### config.mk
export PLATFORM = sky130hd
export DESIGN_NAME = tdm_dpram
export DESIGN_NICKNAME = d
export VERILOG_FILES = /design/src/rtl/tdm_dpram_pkg.sv /design/src/rtl/tdm_slot_fsm.sv /design/src/rtl/tdm_req_reg.sv /design/src/rtl/tdm_sp_ram.sv /design/src/rtl/tdm_rd_capture.sv /design/src/rtl/tdm_dpram.sv
export SDC_FILE = /design/constraint.sdc
export NUM_CORES = 2
export LEC_CHECK = 0
export BUFFER_PORTS_ARGS = -buffer_cell sky130_fd_sc_hd__buf_2
export CORE_AREA = 2 2 567 569
export DETAILED_ROUTE_END_ITERATION = 12
export DIE_AREA = 0 0 569 571
export PLACE_DENSITY = 0.65
export SETUP_SLACK_MARGIN = 0.5
export SYNTH_ARGS = -nofsm -noshare
export SYNTH_HDL_FRONTEND = slang
export SYNTH_HIERARCHICAL = 1
export SYNTH_SLANG_ARGS = --single-unit
### constraint.sdc
create_clock -name clk -period 9.3 [get_ports clk]
set_clock_uncertainty 0.2 [all_clocks]
set_input_delay 1.86 -clock clk [delete_from_list [all_inputs] [get_ports clk]]
set_output_delay 1.86 -clock clk [all_outputs]
set_load 0.02 [all_outputs]
### src/rtl/tdm_dpram_pkg.sv
package tdm_dpram_pkg;

    typedef enum logic {
        SLOT_A = 1'b0,
        SLOT_B = 1'b1
    } slot_e;

endpackage

### src/rtl/tdm_slot_fsm.sv
module tdm_slot_fsm
    import tdm_dpram_pkg::*;
(
    input  logic  clk,
    input  logic  rst,
    output slot_e slot,
    output logic  accept
);

    slot_e state_q;
    slot_e state_d;

    always_comb begin
        state_d = state_q;
        unique case (state_q)
            SLOT_A:  state_d = SLOT_B;
            SLOT_B:  state_d = SLOT_A;
            default: state_d = SLOT_A;
        endcase
    end

    always_ff @(posedge clk) begin
        if (rst) begin
            state_q <= SLOT_A;
        end else begin
            state_q <= state_d;
        end
    end

    always_comb begin
        slot   = state_q;
        accept = 1'b0;
        unique case (state_q)
            SLOT_A:  accept = 1'b0;
            SLOT_B:  accept = 1'b1;
            default: accept = 1'b0;
        endcase
    end

endmodule

### src/rtl/tdm_req_reg.sv
module tdm_req_reg #(
    parameter int ADDR_W = 8,
    parameter int DATA_W = 16
) (
    input  logic              clk,
    input  logic              rst,
    input  logic              take,
    input  logic              a_en,
    input  logic              a_we,
    input  logic [ADDR_W-1:0] a_waddr,
    input  logic [ADDR_W-1:0] a_raddr,
    input  logic [DATA_W-1:0] a_wdata,
    input  logic              b_en,
    input  logic [ADDR_W-1:0] b_raddr,
    output logic              a_en_q,
    output logic              a_we_q,
    output logic [ADDR_W-1:0] a_waddr_q,
    output logic [ADDR_W-1:0] a_raddr_q,
    output logic [DATA_W-1:0] a_wdata_q,
    output logic              b_en_q,
    output logic [ADDR_W-1:0] b_raddr_q,
    output logic              coll_q
);

    logic same_loc;

    always_comb begin
        same_loc = a_en && a_we && b_en && (a_waddr == b_raddr);
    end

    always_ff @(posedge clk) begin
        if (rst) begin
            a_en_q    <= 1'b0;
            a_we_q    <= 1'b0;
            a_waddr_q <= '0;
            a_raddr_q <= '0;
            a_wdata_q <= '0;
            b_en_q    <= 1'b0;
            b_raddr_q <= '0;
            coll_q    <= 1'b0;
        end else if (take) begin
            a_en_q    <= a_en;
            a_we_q    <= a_we;
            a_waddr_q <= a_waddr;
            a_raddr_q <= a_raddr;
            a_wdata_q <= a_wdata;
            b_en_q    <= b_en;
            b_raddr_q <= b_raddr;
            coll_q    <= same_loc;
        end else begin
            coll_q    <= 1'b0;
        end
    end

endmodule

### src/rtl/tdm_sp_ram.sv
module tdm_sp_ram #(
    parameter int ADDR_W = 8,
    parameter int DATA_W = 16
) (
    input  logic              clk,
    input  logic              we,
    input  logic [ADDR_W-1:0] addr,
    input  logic [DATA_W-1:0] wdata,
    output logic [DATA_W-1:0] rdata
);

    localparam int DEPTH = 1 << ADDR_W;

    logic [DATA_W-1:0] mem [DEPTH];

    always_ff @(posedge clk) begin
        if (we) begin
            mem[addr] <= wdata;
        end
        rdata <= mem[addr];
    end

endmodule

### src/rtl/tdm_rd_capture.sv
module tdm_rd_capture #(
    parameter int DATA_W = 16
) (
    input  logic              clk,
    input  logic              rst,
    input  logic              slot_match,
    input  logic              pend_set,
    input  logic              pend_upd,
    input  logic [DATA_W-1:0] din,
    output logic [DATA_W-1:0] dout
);

    logic pend_q;

    always_ff @(posedge clk) begin
        if (rst) begin
            pend_q <= 1'b0;
            dout   <= '0;
        end else begin
            if (pend_upd) begin
                pend_q <= pend_set;
            end
            if (slot_match && pend_q) begin
                dout <= din;
            end
        end
    end

endmodule

### src/rtl/tdm_dpram.sv
module tdm_dpram
    import tdm_dpram_pkg::*;
#(
    parameter int ADDR_W = 8,
    parameter int DATA_W = 16
) (
    input  logic              clk,
    input  logic              rst,
    output logic              accept,
    input  logic              a_en,
    input  logic              a_we,
    input  logic [ADDR_W-1:0] a_waddr,
    input  logic [ADDR_W-1:0] a_raddr,
    input  logic [DATA_W-1:0] a_wdata,
    output logic [DATA_W-1:0] a_rdata,
    input  logic              b_en,
    input  logic [ADDR_W-1:0] b_raddr,
    output logic [DATA_W-1:0] b_rdata,
    output logic              collision
);

    localparam int NPORT = 2;

    slot_e             slot;
    logic              a_en_q;
    logic              a_we_q;
    logic [ADDR_W-1:0] a_waddr_q;
    logic [ADDR_W-1:0] a_raddr_q;
    logic [DATA_W-1:0] a_wdata_q;
    logic              b_en_q;
    logic [ADDR_W-1:0] b_raddr_q;
    logic              coll_q;
    logic [ADDR_W-1:0] arr_addr;
    logic              arr_we;
    logic [DATA_W-1:0] arr_rdata;
    logic [NPORT-1:0]  cap_slot;
    logic [NPORT-1:0]  cap_set;
    logic [NPORT-1:0]  cap_upd;
    logic [DATA_W-1:0] cap_out [NPORT];

    tdm_slot_fsm u_fsm (
        .clk    (clk),
        .rst    (rst),
        .slot   (slot),
        .accept (accept)
    );

    tdm_req_reg #(
        .ADDR_W (ADDR_W),
        .DATA_W (DATA_W)
    ) u_req (
        .clk       (clk),
        .rst       (rst),
        .take      (accept),
        .a_en      (a_en),
        .a_we      (a_we),
        .a_waddr   (a_waddr),
        .a_raddr   (a_raddr),
        .a_wdata   (a_wdata),
        .b_en      (b_en),
        .b_raddr   (b_raddr),
        .a_en_q    (a_en_q),
        .a_we_q    (a_we_q),
        .a_waddr_q (a_waddr_q),
        .a_raddr_q (a_raddr_q),
        .a_wdata_q (a_wdata_q),
        .b_en_q    (b_en_q),
        .b_raddr_q (b_raddr_q),
        .coll_q    (coll_q)
    );

    // Address and control multiplexer: the slot picks the owner.
    always_comb begin
        arr_addr = b_raddr_q;
        arr_we   = 1'b0;
        unique case (slot)
            SLOT_A: begin
                arr_addr = a_we_q ? a_waddr_q : a_raddr_q;
                arr_we   = a_en_q && a_we_q;
            end
            SLOT_B: begin
                arr_addr = b_raddr_q;
                arr_we   = 1'b0;
            end
            default: begin
                arr_addr = b_raddr_q;
                arr_we   = 1'b0;
            end
        endcase
    end

    tdm_sp_ram #(
        .ADDR_W (ADDR_W),
        .DATA_W (DATA_W)
    ) u_ram (
        .clk   (clk),
        .we    (arr_we),
        .addr  (arr_addr),
        .wdata (a_wdata_q),
        .rdata (arr_rdata)
    );

    // Port 0 (A): array op at the end of slot A, capture at the end of slot B.
    // Port 1 (B): array op at the end of slot B, capture at the end of slot A.
    always_comb begin
        cap_slot[0] = (slot == SLOT_B);
        cap_upd[0]  = (slot == SLOT_A);
        cap_set[0]  = a_en_q && !a_we_q;
        cap_slot[1] = (slot == SLOT_A);
        cap_upd[1]  = (slot == SLOT_B);
        cap_set[1]  = b_en_q;
    end

    for (genvar p = 0; p < NPORT; p++) begin : g_cap
        tdm_rd_capture #(
            .DATA_W (DATA_W)
        ) u_cap (
            .clk        (clk),
            .rst        (rst),
            .slot_match (cap_slot[p]),
            .pend_set   (cap_set[p]),
            .pend_upd   (cap_upd[p]),
            .din        (arr_rdata),
            .dout       (cap_out[p])
        );
    end

    always_comb begin
        a_rdata   = cap_out[0];
        b_rdata   = cap_out[1];
        collision = coll_q;
    end

endmodule

==> metrics.md <==
| Metric | Value |
|---|---|
| CP startpoint kind | flop |
| Inst Count DP | about 11000 |
| Largest net degree at the start of global routing | 209 |
| CTS max path bufs | 4 |
| Sequential area share after synthesis | 0.786 |
| Tot Pwr | 39.8 mW |
| Hold Vio Cnt, Final | 0 |
| Gate Count Post-Synth | 7063 |
| Total GRT Usage | 0.248 |
| Number of port buffers | between 70 and 80 |
| Status | finished, violations left |
| DRC | 0 |
| CP required | around 10 ns |
| Failing checks | capacitance limit, slew limit |
| Core region area | between 300000 and 400000 um2 |
| Mean Syn Cell Area | ~22 um2 |
| TritonRoute pass-1 iters | 6 |
| Setup Crit Path Kind | flop to flop |
| CTS tree | done |
| Count of state elements after synthesis | roughly 4200 |
| Nets | between 7000 and 8000 |
| Die Y | approximately 570 um |
| Final setup TNS | 0 ns |
| Max Freq | between 0.15 and 0.2 GHz |
| Vias/cell | between 6 and 7 |
| Routed wire length | 405000 um |
| Max capacitance violation total | 1 |
| CP endpoint kind | flop |
| Comb power frac | 0.059 |
| Internal power | 31.1 mW |
| Initial antenna violation count | 11 |
| PostCTS Resize Cnt | 0 |
| Rows | approximately 210 |
| Leak | roughly 53 nW |
| Clock share of power | 0.414 |
| Arr. time, crit path | 6.90 ns |
| Root Driver | clkbuf_16 |
| Die Wd | about 570 um |
| CTS Hold Buffers Added | 0 |
| Postcts setup bufs | 0 |
| Drt wl/cell | around 34 um |
| Synthesized cell area | 159000 um2 |
| CP max FO | a little under 90 |
| H-tree Lvls | 5 |
| Area delta synth->final | 13.0% |
| HPWL Detailed | 231000 um |
| Die area | roughly 320000 um2 |
| Register-to-register setup slack | 2.99 ns |
| RSZ-0062 raised after global routing | no |
| Drt initial violations | 10200 |
| ANT nets after route | 0 |
| Yosys warns | 6 |
| Synth cell types | 32 |
| Pre-CTS setup slack | between 2 and 3 ns |
| Setup violations, final | 0 |
| Initial core utilization | 0.498 |
| Hold crit path type | flop to flop |
| Number of global-route vias before repair | 77000 |
| Setup ws final | roughly 3 ns |
| CTS buffer count | around 410 |
| Post-Syn Nets | ~7000 |
| Worst-margin pin slew | ~1.6 ns |
| Power Dens Cells | 222 nW/um2 |
| Clk_lat worst skew | 0.98 ns |
| Worst hold stages | 2 |
| Reg clk slew, reported paths | about 0.060 ns |
| Final worst-path cycle share | 0.679 |
| Max-slew violation count | 2 |
| Routed vias | roughly 78000 |
| Final std cells w/o fill | about 12000 |
| First-pass GRT wire length | between 500000 and 600000 um |
| Routability congestion estimate from global placement | roughly 0.84 |
| Sw Share | 0.220 |
| Slew margin rel. | -0.0547 |
| Min cycle time layout | about 6.3 ns |
| Sequential power share | 0.527 |
| NetSw | 8.76 mW |
| Clock sink total | roughly 4200 |
| Worst VDD drop | ~0.17 mV |
| IO Pins | between 70 and 80 |
| Reg2Reg Depth | 11 |
| Overflow after GRT | 0 |
| Layout cell share with drive strength beyond 1 | 0.284 |
==> cells by family after synthesis <==
group | Yosys count | synth area share
simple gates | 430 | 0.0114
buf+inv | 453 | 0.0140
xor+xnor | 8 | 0.000441
flops | 4191 | 0.786
mux | 1077 | 0.148
compound gates | 904 | 0.0395
==> per-layer routing <==
layer	vias to the layer above	wire length (um)	GRT usage
met3	659	37300	0.0464
met5	-	23	0
li1	31100	-	-
met2	3901	196000	0.394
met1	41900	157000	0.347
met4	4	15300	0.0885
==> stage by stage <==
stage / util / area, um2 / hold WS [ns]
floorplan: - / 159000 / 0.244
global placement: 0.520 / 166000 / 0.275
detailed placement: 0.520 / 166000 / 0.283
CTS: 0.562 / 179000 / 0.300
global route: 0.562 / 179000 / 0.324
finish: 0.562 / 179000 / 0.298
==> Yosys cell counts (all sizes together) <==
library cell | count | area (um2)
buf | 201 | 1270
a21oi | 288 | 1510
clkbuf | 250 | 938
nor2b | 8 | 50.1
and2 | 3 | 18.8
nor4 | 1 | 12.5
nor3 | 30 | 150
or2 | 2 | 12.5
nand3 | 45 | 225
mux4 | 1024 | 23100
and3 | 1 | 7.51
dfxtp | 95 | 1900
inv | 2 | 7.51
mux2i | 53 | 531
xnor2 | 8 | 70.1
a21bo | 32 | 320
edfxtp | 4096 | 123000
a22oi | 512 | 3840
o21ai | 8 | 40.0
nand4 | 19 | 119
nor2 | 278 | 1040
nand2b | 6 | 37.5
o41ai | 64 | 561
or3 | 1 | 6.26
nand2 | 36 | 135
==> power groups by stage <==
stage	sequential [mW]	combinational (mW)	clock, mW
detailed placement	21.4	2.35	0
global route	21.0	2.45	17.4
CTS	21.0	2.35	16.7
global placement	21.4	2.32	0
floorplan	21.4	1.35	0
finish	21.0	2.35	16.5
==> cell type report <==
cell class                      instances  area [um2]
Clock buffer                          518       10900
Antenna cell                           11        27.5
Clock inverter                        233        2490
Tap cell                             4200        5260
Sequential cell                      4191      125000
Multi-Input combinational cell       2419       32400
Inverter                                2        7.51
Fill cell                           23100      140000
Timing Repair Buffer                  457        3520
==> final timing paths <==
check | start | end
worst max-delay path | u_req/a_we_q | u_ram/rdata[10]
worst min-delay path | u_req/a_waddr_q[0] | u_req/a_waddr_q[0]
worst max register to register | u_req/a_we_q | u_ram/rdata[10]
worst min register to register | u_req/a_waddr_q[0] | u_req/a_waddr_q[0]
==> critical path: stages (launching register included) <==
cell     delay [ns]
dfxtp_1        0.69
mux2i_1        0.23
o21ai_4        0.55
buf_12         0.58
buf_12         0.61
buf_4          0.81
mux4_2         0.59
a22oi_1        0.21
a21oi_1        0.18
o41ai_2        0.92
buf_4          0.25
nand4_1        0.09
==> flip-flops by register name, indices dropped and copies added, names as in the netlist <==
name	cells
u_req/coll_q	1
u_req/a_wdata_q	16
u_req/a_we_q	1
u_ram/mem	4096
u_req/a_waddr_q	8
u_req/b_en_q	1
u_ram/rdata	16
u_req/a_en_q	1
u_req/a_raddr_q	8
u_req/b_raddr_q	8
g_cap.u_cap/dout	32
u_fsm/slot	1
g_cap.u_cap/pend_q	2
==> placed cells by master (no fill, tap or decap), types with 18 or more instances in the layout <==
master,instances
a21bo_1,28
o41ai_1,36
nor2_2,33
nand2_1,34
edfxtp_1,4096
clkinv_2,72
o41ai_2,28
buf_4,354
clkinv_1,80
a21oi_2,18
bufinv_16,43
clkbuf_1,90
dfxtp_1,78
buf_2,79
nand4_1,19
mux4_2,1024
clkbuf_16,412
a21oi_1,270
mux2i_1,53
nor2_1,244
buf_12,23
nor3_2,22
a22oi_1,512
nand3_1,37
Note: power is estimated with default switching activity, not from simulation.
